File: src/rtl/pwm_brm_pkg.sv
package pwm_brm_pkg;
  localparam int DUTY_W = 5;
  localparam int BRM_W  = 3;
  localparam int DAT_W  = DUTY_W + BRM_W;
  localparam int DIV_W  = 2;
  localparam int PRE_W  = 1 << DIV_W;

  // Last prescaler count before a tick: 2^(sel+1) - 1
  function automatic logic [PRE_W-1:0] div_last(input logic [DIV_W-1:0] sel);
    int sh;
    sh = int'(sel) + 1;
    return PRE_W'((1 << sh) - 1);
  endfunction

  // One-hot slot vector: bit b (weight 2^b) is due when the lowest set bit of
  // the cycle index sits at position BRM_W-1-b.
  function automatic logic [BRM_W-1:0] brm_slot(input logic [BRM_W-1:0] cyc);
    logic [BRM_W-1:0] res;
    logic [BRM_W-1:0] below;
    res = '0;
    for (int b = 0; b < BRM_W; b++) begin
      below = BRM_W'((1 << (BRM_W - 1 - b)) - 1);
      res[b] = cyc[BRM_W-1-b] && ((cyc & below) == '0);
    end
    return res;
  endfunction
endpackage

File: src/rtl/pwm_brm_prescale.sv
module pwm_brm_prescale
  import pwm_brm_pkg::*;
(
  input  logic             clk,
  input  logic             rst_n,
  input  logic [DIV_W-1:0] sel,
  output logic             tick
);
  logic [PRE_W-1:0] cnt_q;

  assign tick = (cnt_q >= div_last(sel));

  always_ff @(posedge clk or negedge rst_n) begin
    if (!rst_n)    cnt_q <= '0;
    else if (tick) cnt_q <= '0;
    else           cnt_q <= cnt_q + 1'b1;
  end

  // the ratio is at least 2, so ticks never come back to back
  p_tick_spacing_r1: assert property (@(posedge clk) disable iff (!rst_n)
    tick |=> !tick);
endmodule

File: src/rtl/pwm_brm_timebase.sv
module pwm_brm_timebase
  import pwm_brm_pkg::*;
(
  input  logic              clk,
  input  logic              rst_n,
  input  logic              tick,
  output logic [DUTY_W-1:0] pos,
  output logic [BRM_W-1:0]  cyc,
  output logic              frame_end
);
  assign frame_end = tick && (&pos) && (&cyc);

  always_ff @(posedge clk or negedge rst_n) begin
    if (!rst_n) begin
      pos <= '0;
      cyc <= '0;
    end else if (tick) begin
      pos <= pos + 1'b1;
      if (&pos) cyc <= cyc + 1'b1;
    end
  end

  // finishing a 32-clock cycle advances the cycle index by one
  p_cycle_step_r2: assert property (@(posedge clk) disable iff (!rst_n)
    (tick && (&pos)) |=> (pos == '0) && (cyc == $past(cyc) + 1'b1));
endmodule

File: src/rtl/pwm_brm_chan.sv
module pwm_brm_chan
  import pwm_brm_pkg::*;
(
  input  logic              clk,
  input  logic              rst_n,
  input  logic              we,
  input  logic [DAT_W-1:0]  wdata,
  input  logic              load,
  input  logic [DUTY_W-1:0] pos,
  input  logic [BRM_W-1:0]  cyc,
  input  logic              en,
  input  logic              gpio,
  output logic              pin
);
  logic [DAT_W-1:0]  dat_q;
  logic [DAT_W-1:0]  act_q;
  logic [DUTY_W-1:0] duty;
  logic [BRM_W-1:0]  brm;
  logic [BRM_W-1:0]  slot;
  logic              stretch;
  logic              hi;

  assign duty    = act_q[DAT_W-1:BRM_W];
  assign brm     = act_q[BRM_W-1:0];
  assign slot    = brm_slot(cyc);
  assign stretch = |(slot & brm);
  assign hi      = {1'b0, pos} < ({1'b0, duty} + {{DUTY_W{1'b0}}, stretch});
  assign pin     = en ? hi : gpio;

  always_ff @(posedge clk or negedge rst_n) begin
    if (!rst_n) begin
      dat_q <= '0;
      act_q <= '0;
    end else begin
      if (we)   dat_q <= wdata;
      if (load) act_q <= dat_q;
    end
  end

  // at most one weight may claim any cycle of the frame
  p_slot_single_r5: assert property (@(posedge clk) disable iff (!rst_n)
    $onehot0(slot));
  // a nonzero high time is high from the first clock of the cycle
  p_cycle_start_high_r3: assert property (@(posedge clk) disable iff (!rst_n)
    ((pos == '0) && (duty != '0)) |-> hi);
endmodule

File: src/rtl/pwm_brm_top.sv
module pwm_brm_top
  import pwm_brm_pkg::*;
#(
  parameter int NCH = 5
) (
  input  logic             clk,
  input  logic             rst_n,
  input  logic             div_we,
  input  logic [1:0]       div_wdata,
  input  logic             en_we,
  input  logic [NCH-1:0]   en_wdata,
  input  logic [NCH-1:0]   dat_we,
  input  logic [7:0]       dat_wdata,
  input  logic [NCH-1:0]   gpio_in,
  output logic [NCH-1:0]   pwm_pin
);
  logic [DIV_W-1:0]  div_q;
  logic [NCH-1:0]    en_q;
  logic              tick;
  logic              frame_end;
  logic [DUTY_W-1:0] pos;
  logic [BRM_W-1:0]  cyc;

  always_ff @(posedge clk or negedge rst_n) begin
    if (!rst_n) begin
      div_q <= '0;
      en_q  <= '0;
    end else begin
      if (div_we) div_q <= div_wdata;
      if (en_we)  en_q  <= en_wdata;
    end
  end

  pwm_brm_prescale u_pre (
    .clk(clk), .rst_n(rst_n), .sel(div_q), .tick(tick)
  );

  pwm_brm_timebase u_tb (
    .clk(clk), .rst_n(rst_n), .tick(tick),
    .pos(pos), .cyc(cyc), .frame_end(frame_end)
  );

  for (genvar i = 0; i < NCH; i++) begin : g_ch
    pwm_brm_chan u_ch (
      .clk(clk), .rst_n(rst_n),
      .we(dat_we[i]), .wdata(dat_wdata),
      .load(frame_end), .pos(pos), .cyc(cyc),
      .en(en_q[i]), .gpio(gpio_in[i]), .pin(pwm_pin[i])
    );
  end
endmodule

File: config.mk
export PLATFORM = sky130hd
export DESIGN_NAME = pwm_brm_top
export DESIGN_NICKNAME = d
export VERILOG_FILES = /design/src/rtl/pwm_brm_pkg.sv /design/src/rtl/pwm_brm_prescale.sv /design/src/rtl/pwm_brm_timebase.sv /design/src/rtl/pwm_brm_chan.sv /design/src/rtl/pwm_brm_top.sv
export SDC_FILE = /design/constraint.sdc
export NUM_CORES = 1
export LEC_CHECK = 0
export ABC_AREA = 1
export CAP_MARGIN = 10
export CORE_UTILIZATION = 40
export CTS_CLUSTER_DIAMETER = 150
export DETAILED_ROUTE_END_ITERATION = 10
export GPL_TIMING_DRIVEN = 0
export PLACE_DENSITY = 0.65
export REMOVE_ABC_BUFFERS = 1
export SYNTH_ARGS = -nofsm -noshare
export SYNTH_HDL_FRONTEND = slang
export SYNTH_SLANG_ARGS = --single-unit
File: constraint.sdc
create_clock -name clk -period 3.3 [get_ports clk]
set_clock_uncertainty 0.1 [all_clocks]
set_input_delay 0.33 -clock clk [delete_from_list [all_inputs] [get_ports clk]]
set_output_delay 0.33 -clock clk [all_outputs]
set_load 0.01 [all_outputs]
==> metrics.cfg, run 1 <==
[routing]
drc=0
top_layer_used=met4
ant_nets=0
drt_iter0_markers=202
route.met2.wl_um=4920
dr_wl_met3_um=366
vias_per_cell=4.77
drt-pass1-iter-count=5
avgRoutedWirePerCell_um=12.9
wl_met1_um=4850
via_count=3774
routed_wl_um=10300

[sta]
period_needed_ns=3.15
max_freq_mhz=318
setup_viol=0
period_share_pct=95.4
holdWs_ns=0.331
relSlewSlack_pct=31.8
rsz0062_at_grt=yes
finalMaxSlewViolations=0
worst_pin_slew_ns=1.02
finalHoldViolCount=0

[setup_path]
critPathLaunchType=flip-flop
crit_type=reg -> out
crit_fanout=5
critPathArrivalTime_ns=2.72
crit_path_end_kind=primary output
crit_required_ns=2.87

[grt]
grt_overflow=0
grt_pass1_wl_um=17200
grt_pass1_vias=3610
grt_max_degree=81
grtUsageTotal_pct=16.7
antenna_found_initial=0

[final_layout]
drive_gt1_share_pct=14.4
multiInputGateArea_um2=2340
antennaDiodeCount=0
layout.cells.non_filler=792
ff_latch_area_um2=2480
syn_to_final_growth_pct=15.3
nNetsFinal=685
fillers=1209

[placed_design]
dp.cells=772
io_buffers=33
dp_hpwl_um=7090
gp_congestion=0.788

[logic_synthesis]
yosysTopAreaCell=dfrtp_1
synth_seq_cells=99
dominantRegCellSynth=dfrtp_1
synth.avg_cell_area_um2=8.89
async_flop_share_pct=100
ys_seq_area_share_pct=47.6
synth_area_leaders=dfrtp_1, nand2_1, ha_1, o21ai_2, inv_1
synth_enable_flop_cells=0
netlist_instances=586
yosysUniqueCellTypes=23
yosysWarnings=0
synth_top_area_share_pct=47.6
synth_area_um2=5210

[clocking]
cts_root_buffer=clkbuf_16
cts_made_buffers=9
cts.path.max_buffers=2
clock-sinks=99
clock_latency_ns=0.34
path_clk_slew_ns=0.07
cts-htree-levels=3
cts_tree=yes

[floorplan]
start_util_pct=41.1
io_pins=34
placement_rows=41
dieArea_um2=13500
core_region_area_um2=12700
dieWidth_um=116
die_h_um=116

[power_and_ir_drop]
total_leakage_power_nw=2.98
finalPower_w=0.00333
irDropWorstVdd_mv=0.276
cellPowerDensity_nw_per_um2=554

[status]
status=finished clean

[flow_run]
drv_cap=0

[min_path]
min_path_type=in -> async

[metal layers]
metal / GRT usage, % / up-vias
met3: 2.91 / 9
met1: 21.3 / 1798
met2: 28.4 / 60
li1: - / 1907
met4: 6.32 / 0
met5: 0 / -
[worst paths after layout]
kind | start | to | slack (ns) | cells after the start
min in group clk | g_ch[1].u_ch.act_q[1] | g_ch[1].u_ch.act_q[1] | 0.38 | 2
min reg2reg | g_ch[1].u_ch.act_q[1] | g_ch[1].u_ch.act_q[1] | 0.38 | 2
max | u_tb.cyc[1] | pwm_pin[2] | 0.15 | 18
min | rst_n | g_ch[0].u_ch.dat_q[1] | 0.33 | 2
max reg2reg | u_pre.cnt_q[3] | g_ch[0].u_ch.act_q[0] | 0.76 | 6
max in group asynchronous | rst_n | u_tb.cyc[0] | 2.08 | 3
[sequential cells by signal, indices dropped and copies added, names as in the netlist]
name / cells
div_q: 2
en_q: 5
g_ch.u_ch.act_q: 40
g_ch.u_ch.dat_q: 40
u_pre.cnt_q: 4
u_tb.cyc: 3
u_tb.pos: 5
[critical path, cell delays in order (launching register included)]
cell and delay [ns]:
dfrtp_1 0.39, inv_1 0.06, ha_1 0.18, nand2_2 0.09
inv_4 0.05, buf_4 0.12, nand2_1 0.06, nand3_2 0.09
ha_4 0.19, nand3_2 0.08, xor2_1 0.20, ha_1 0.27
a21o_1 0.18, nand3_1 0.08, nand2_1 0.05, inv_1 0.04
nand3_1 0.06, nand2_1 0.06, buf_2 0.12
[layout by cell type, fill, tap and decap left out, types with 10 or more instances in the layout]
cell type	n
ha_1	32
nor2_1	11
nand2_1	174
o21ai_2	40
nand3_1	23
inv_1	82
xor2_1	10
clkdlybuf4s50_1	27
dfrtp_1	98
o21ai_0	48
[logic make-up (layout without fill, tap and decap cells)]
kind of cell | count (synthesis) | after routing | share of synthesized area (%)
other cells | 1 | 1 | 0.0720
simple gates | 226 | 226 | 17.8
flops | 99 | 99 | 47.6
mux | 1 | 1 | 0.216
fa+ha+maj | 41 | 41 | 9.85
xor+xnor | 18 | 18 | 3.03
buf+inv | 104 | 138 | 9.03
compound gates | 96 | 96 | 12.4
[cells in the mapped netlist, types with 2 or more instances]
| cell type | number |
|---|---|
| buf_4 | 5 |
| nand2_1 | 175 |
| o21ai_0 | 48 |
| ha_1 | 41 |
| dfrtp_1 | 99 |
| xnor2_1 | 8 |
| buf_6 | 8 |
| o21ai_2 | 40 |
| a21o_1 | 5 |
| nor2_1 | 13 |
| nand4_1 | 8 |
| xor2_1 | 10 |
| clkbuf_1 | 6 |
| a21oi_1 | 2 |
| inv_1 | 84 |
| nand3_1 | 27 |
[report_power, final]
group	total [W]	internal, W	switching [W]
Combinational	0.000864	0.000348	0.000516
Clock	0.00102	0.000545	0.000480
Sequential	0.00144	0.00132	0.000121
[per-stage QoR]
step / setup WS [ns] / area (um^2) / TNS (ns) / utilization (%)
2_1_floorplan: 0.748 / 5050 / 0 / -
3_3_place_gp: -1.85 / 5600 / -182.70 / 44.2
3_5_place_dp: -0.135 / 5620 / -0.573 / 44.4
4_1_cts: 0.00411 / 5960 / 0 / 47.1
5_1_grt: -0.0387 / 6010 / -0.0561 / 47.4
6_report: 0.151 / 6010 / 0 / 47.4
[final cells by class]
type / count / share of cell area (%)
flip-flops and latches: 99 / 41.3
multi-input cells: 383 / 39.0
repair buffers: 38 / 6.04
inverters: 84 / 5.29
clock buffers: 10 / 3.98
well taps: 172 / 3.58
clock inverters: 6 / 0.895
[what timing repair did]
| action | in CTS | in global routing |
|---|---|---|
| setup buffers | 1 | 2 |
| pin swaps | 1 | 7 |
| endpoints found under the setup margin | 5 | 5 |
| gates resized for setup | 18 | 21 |
| endpoints found under the hold margin | 26 | 0 |
| hold buffers | 1 | 0 |
Power figures use the tool's default switching activity.
==> inputs of run 2 (changes only) <==
--- a/config.mk
+++ b/config.mk
@@ -13,6 +13,7 @@
 export GPL_TIMING_DRIVEN = 0
 export PLACE_DENSITY = 0.65
 export REMOVE_ABC_BUFFERS = 1
+export SKIP_LAST_GASP = 1
 export SYNTH_ARGS = -nofsm -noshare
 export SYNTH_HDL_FRONTEND = slang
 export SYNTH_SLANG_ARGS = --single-unit
==> run 2 against run 1 <==
Effect of this change:
- fmax rose by 0.75%
- sequential share of layout area up 0.10 points
- die area did not move
- worst setup slack better by 0.023 ns
- count of clock-buffer cells in the layout did not move
==> metrics.cfg, run 2 (synthesized netlist as in run 1, its figures left out) <==
[status]
status=finished clean

[floorplan]
dieWidth_um=116  ; unchanged
placement_rows=41  ; unchanged
io_pins=34  ; unchanged
core_region_area_um2=12700  ; unchanged
die_h_um=116  ; unchanged
dieArea_um2=13500  ; unchanged
start_util_pct=41.1  ; unchanged

[final_layout]
reg.largest.list=g_ch.u_ch.act_q: 40 flops, g_ch.u_ch.dat_q: 40 flops
drive_gt1_share_pct=14.2  ; -0.16 points
nNetsFinal=685  ; unchanged
final_cell_mix=nand2_1, dfrtp_1, inv_1, o21ai_0, o21ai_2
mostFrequentLayoutCell=nand2_1
antennaDiodeCount=0  ; unchanged
syn_to_final_growth_pct=15.1
fin_area_um2=5990  ; -0.25%
layout.cells.non_filler=792  ; unchanged

[placed_design]
dp_hpwl_um=7090  ; unchanged
postPlaceCellArea_um2=5620  ; unchanged
gp_congestion=0.788  ; unchanged
dp.cells=772  ; unchanged
io_buffers=33  ; unchanged
pre_cts_ws_ns=-0.135  ; unchanged

[setup_path]
critPathArrivalTime_ns=2.70  ; -0.02 ns
reg2reg_to=g_ch[0].u_ch.act_q[0]
crit-reg2reg-launch=u_pre.cnt_q[3]
crit_fanout=5  ; unchanged
worst_r2r_path_depth=6  ; unchanged
crit_type=reg -> out
cp_slowest_cell=dfrtp_1
worst_path_most_repeated_cell=nand2_1
crit_required_ns=2.87  ; about the same
critPathLaunchType=flip-flop
crit_path_end_kind=primary output
path_buf_inv=5  ; unchanged
crit_end=pwm_pin[0]
startpoint=u_tb.cyc[1]
crit_cells=17  ; -1
path_cells=inv_1, ha_1, nand2_1, inv_2, buf_4, nand2_1, nand3_2, ha_4, ha_2, inv_1, ha_1, nand2_1, nand2_1, nand4_1, nand3_1, nand2_1, clkbuf_2
crit_family=adder cells
r2r_setup_slack_ns=0.76  ; about the same
cp_slowest_stage_delay_ns=0.39  ; about the same

[sta]
worst_slack_ns=0.174  ; +0.0234 ns
finalMaxSlewViolations=0  ; unchanged
finalHoldViolCount=0  ; unchanged
period_share_pct=94.7  ; -0.71 points
rsz0062_at_grt=yes
relSlewSlack_pct=31.7  ; -0.17 points
setup_viol=0  ; unchanged
tns_ns=0  ; unchanged
max_freq_mhz=320  ; +0.75%
holdWs_ns=0.329  ; -0.00224 ns
worst_pin_slew_ns=1.02  ; +0.00249 ns
period_needed_ns=3.13  ; -0.0234 ns

[routing]
routed_wl_um=10200  ; -0.13%
vias_per_cell=4.77  ; about the same
drc=0  ; unchanged
drt-pass1-iter-count=4  ; -1
avgRoutedWirePerCell_um=12.9  ; -0.13%
via_count=3777  ; +0.079%
ant_nets=0  ; unchanged
drt_iter0_markers=174  ; -14%

[min_path]
min_path_type=in -> async

[clocking]
path_clk_slew_ns=0.07  ; about the same
clock_latency_ns=0.34  ; about the same
cts_tree=yes
cts.path.max_buffers=2  ; unchanged
cts-htree-levels=3  ; unchanged
clock-sinks=99  ; unchanged
cts_root_buffer=clkbuf_16
cts_made_buffers=9  ; unchanged

[power_and_ir_drop]
total_leakage_power_nw=2.98  ; about the same
irDropWorstVdd_mv=0.279  ; +1.1%
cellPowerDensity_nw_per_um2=555  ; +0.19%

[grt]
antenna_found_initial=0  ; unchanged
grt_pass1_wl_um=17200  ; about the same
grt_max_degree=81  ; unchanged
grtUsageTotal_pct=16.7  ; about the same
grt_use_met2_pct=28.4  ; -0.040 points
grtUsageMet3_pct=2.91  ; unchanged
busiest_layer=met2
grt_pass1_vias=3607  ; -0.083%
met1_usage_pct=21.3  ; unchanged
grt_overflow=0  ; unchanged

[flow_run]
drv_cap=0  ; unchanged

## run 2: changes by cell type in the layout (fill, tap and decap cells not counted)
| cell | change |
|---|---|
| ha_4 | -1 |
| inv_4 | -1 |
| nand2_1 | +1 |
| buf_2 | -1 |
| ha_2 | +1 |
| clkbuf_2 | +1 |
| nand2_2 | -1 |
| inv_2 | +1 |
## run 2: how the worst min path moves through the flow
stage,startpoint,to,slack [ns],cells after the start
after floorplan,rst_n,div_q[0],-0.07,0
after global placement,g_ch[4].u_ch.act_q[2],g_ch[4].u_ch.act_q[2],0.37,2
after detailed placement,rst_n,g_ch[0].u_ch.dat_q[1],0.18,1
after CTS,rst_n,g_ch[0].u_ch.dat_q[1],0.34,2
after global routing,rst_n,g_ch[0].u_ch.dat_q[2],0.36,2
final,rst_n,g_ch[0].u_ch.dat_q[1],0.33,2
## run 2: stage by stage
stage,util [%],power [W]
after floorplan,-,0.00201
after global placement,44.2,0.00227
after detailed placement,44.4,0.00234
after CTS,47.0,0.00336
after global routing,47.3,0.00356
final,47.3,0.00333
## run 2: final cells by class
class                      count  area (um^2)
fill                        1213         6680
sequential                    99         2480
multi-input combinational    383         2330
timing repair buffer          38          363
inverter                      84          315
clock buffer                  10          239
tap                          172          215
clock inverter                 6         53.8
## run 2: worst register-to-register path, cell delays in order (launching register included)
cell	delay, ns
dfrtp_1	0.41
ha_1	0.32
a21oi_1	0.25
nand3_4	0.25
nand2_4	0.83
nand2_1	0.21
o21ai_2	0.10
## run 2: timing repair
item | CTS | global route
endpoints found under the setup margin | 5 | 5
hold buffers | 1 | 0
hold endpoints to repair | 26 | 0
resized for setup | 17 | 18
setup buffers | 1 | 2
pin swaps | 1 | 7
## run 2: routing by layer
metal  up-vias  part of all wire [%]
li1       1907                     -
met2        57                    47
met1      1800                    48
met3        13                   2.8
met5         -                     0
met4         0                   1.7
## run 2: report_power, final
| group | switching, W | internal (W) |
|---|---|---|
| Sequential | 0.000119 | 0.00132 |
| Clock | 0.000482 | 0.000545 |
| Combinational | 0.000514 | 0.000347 |
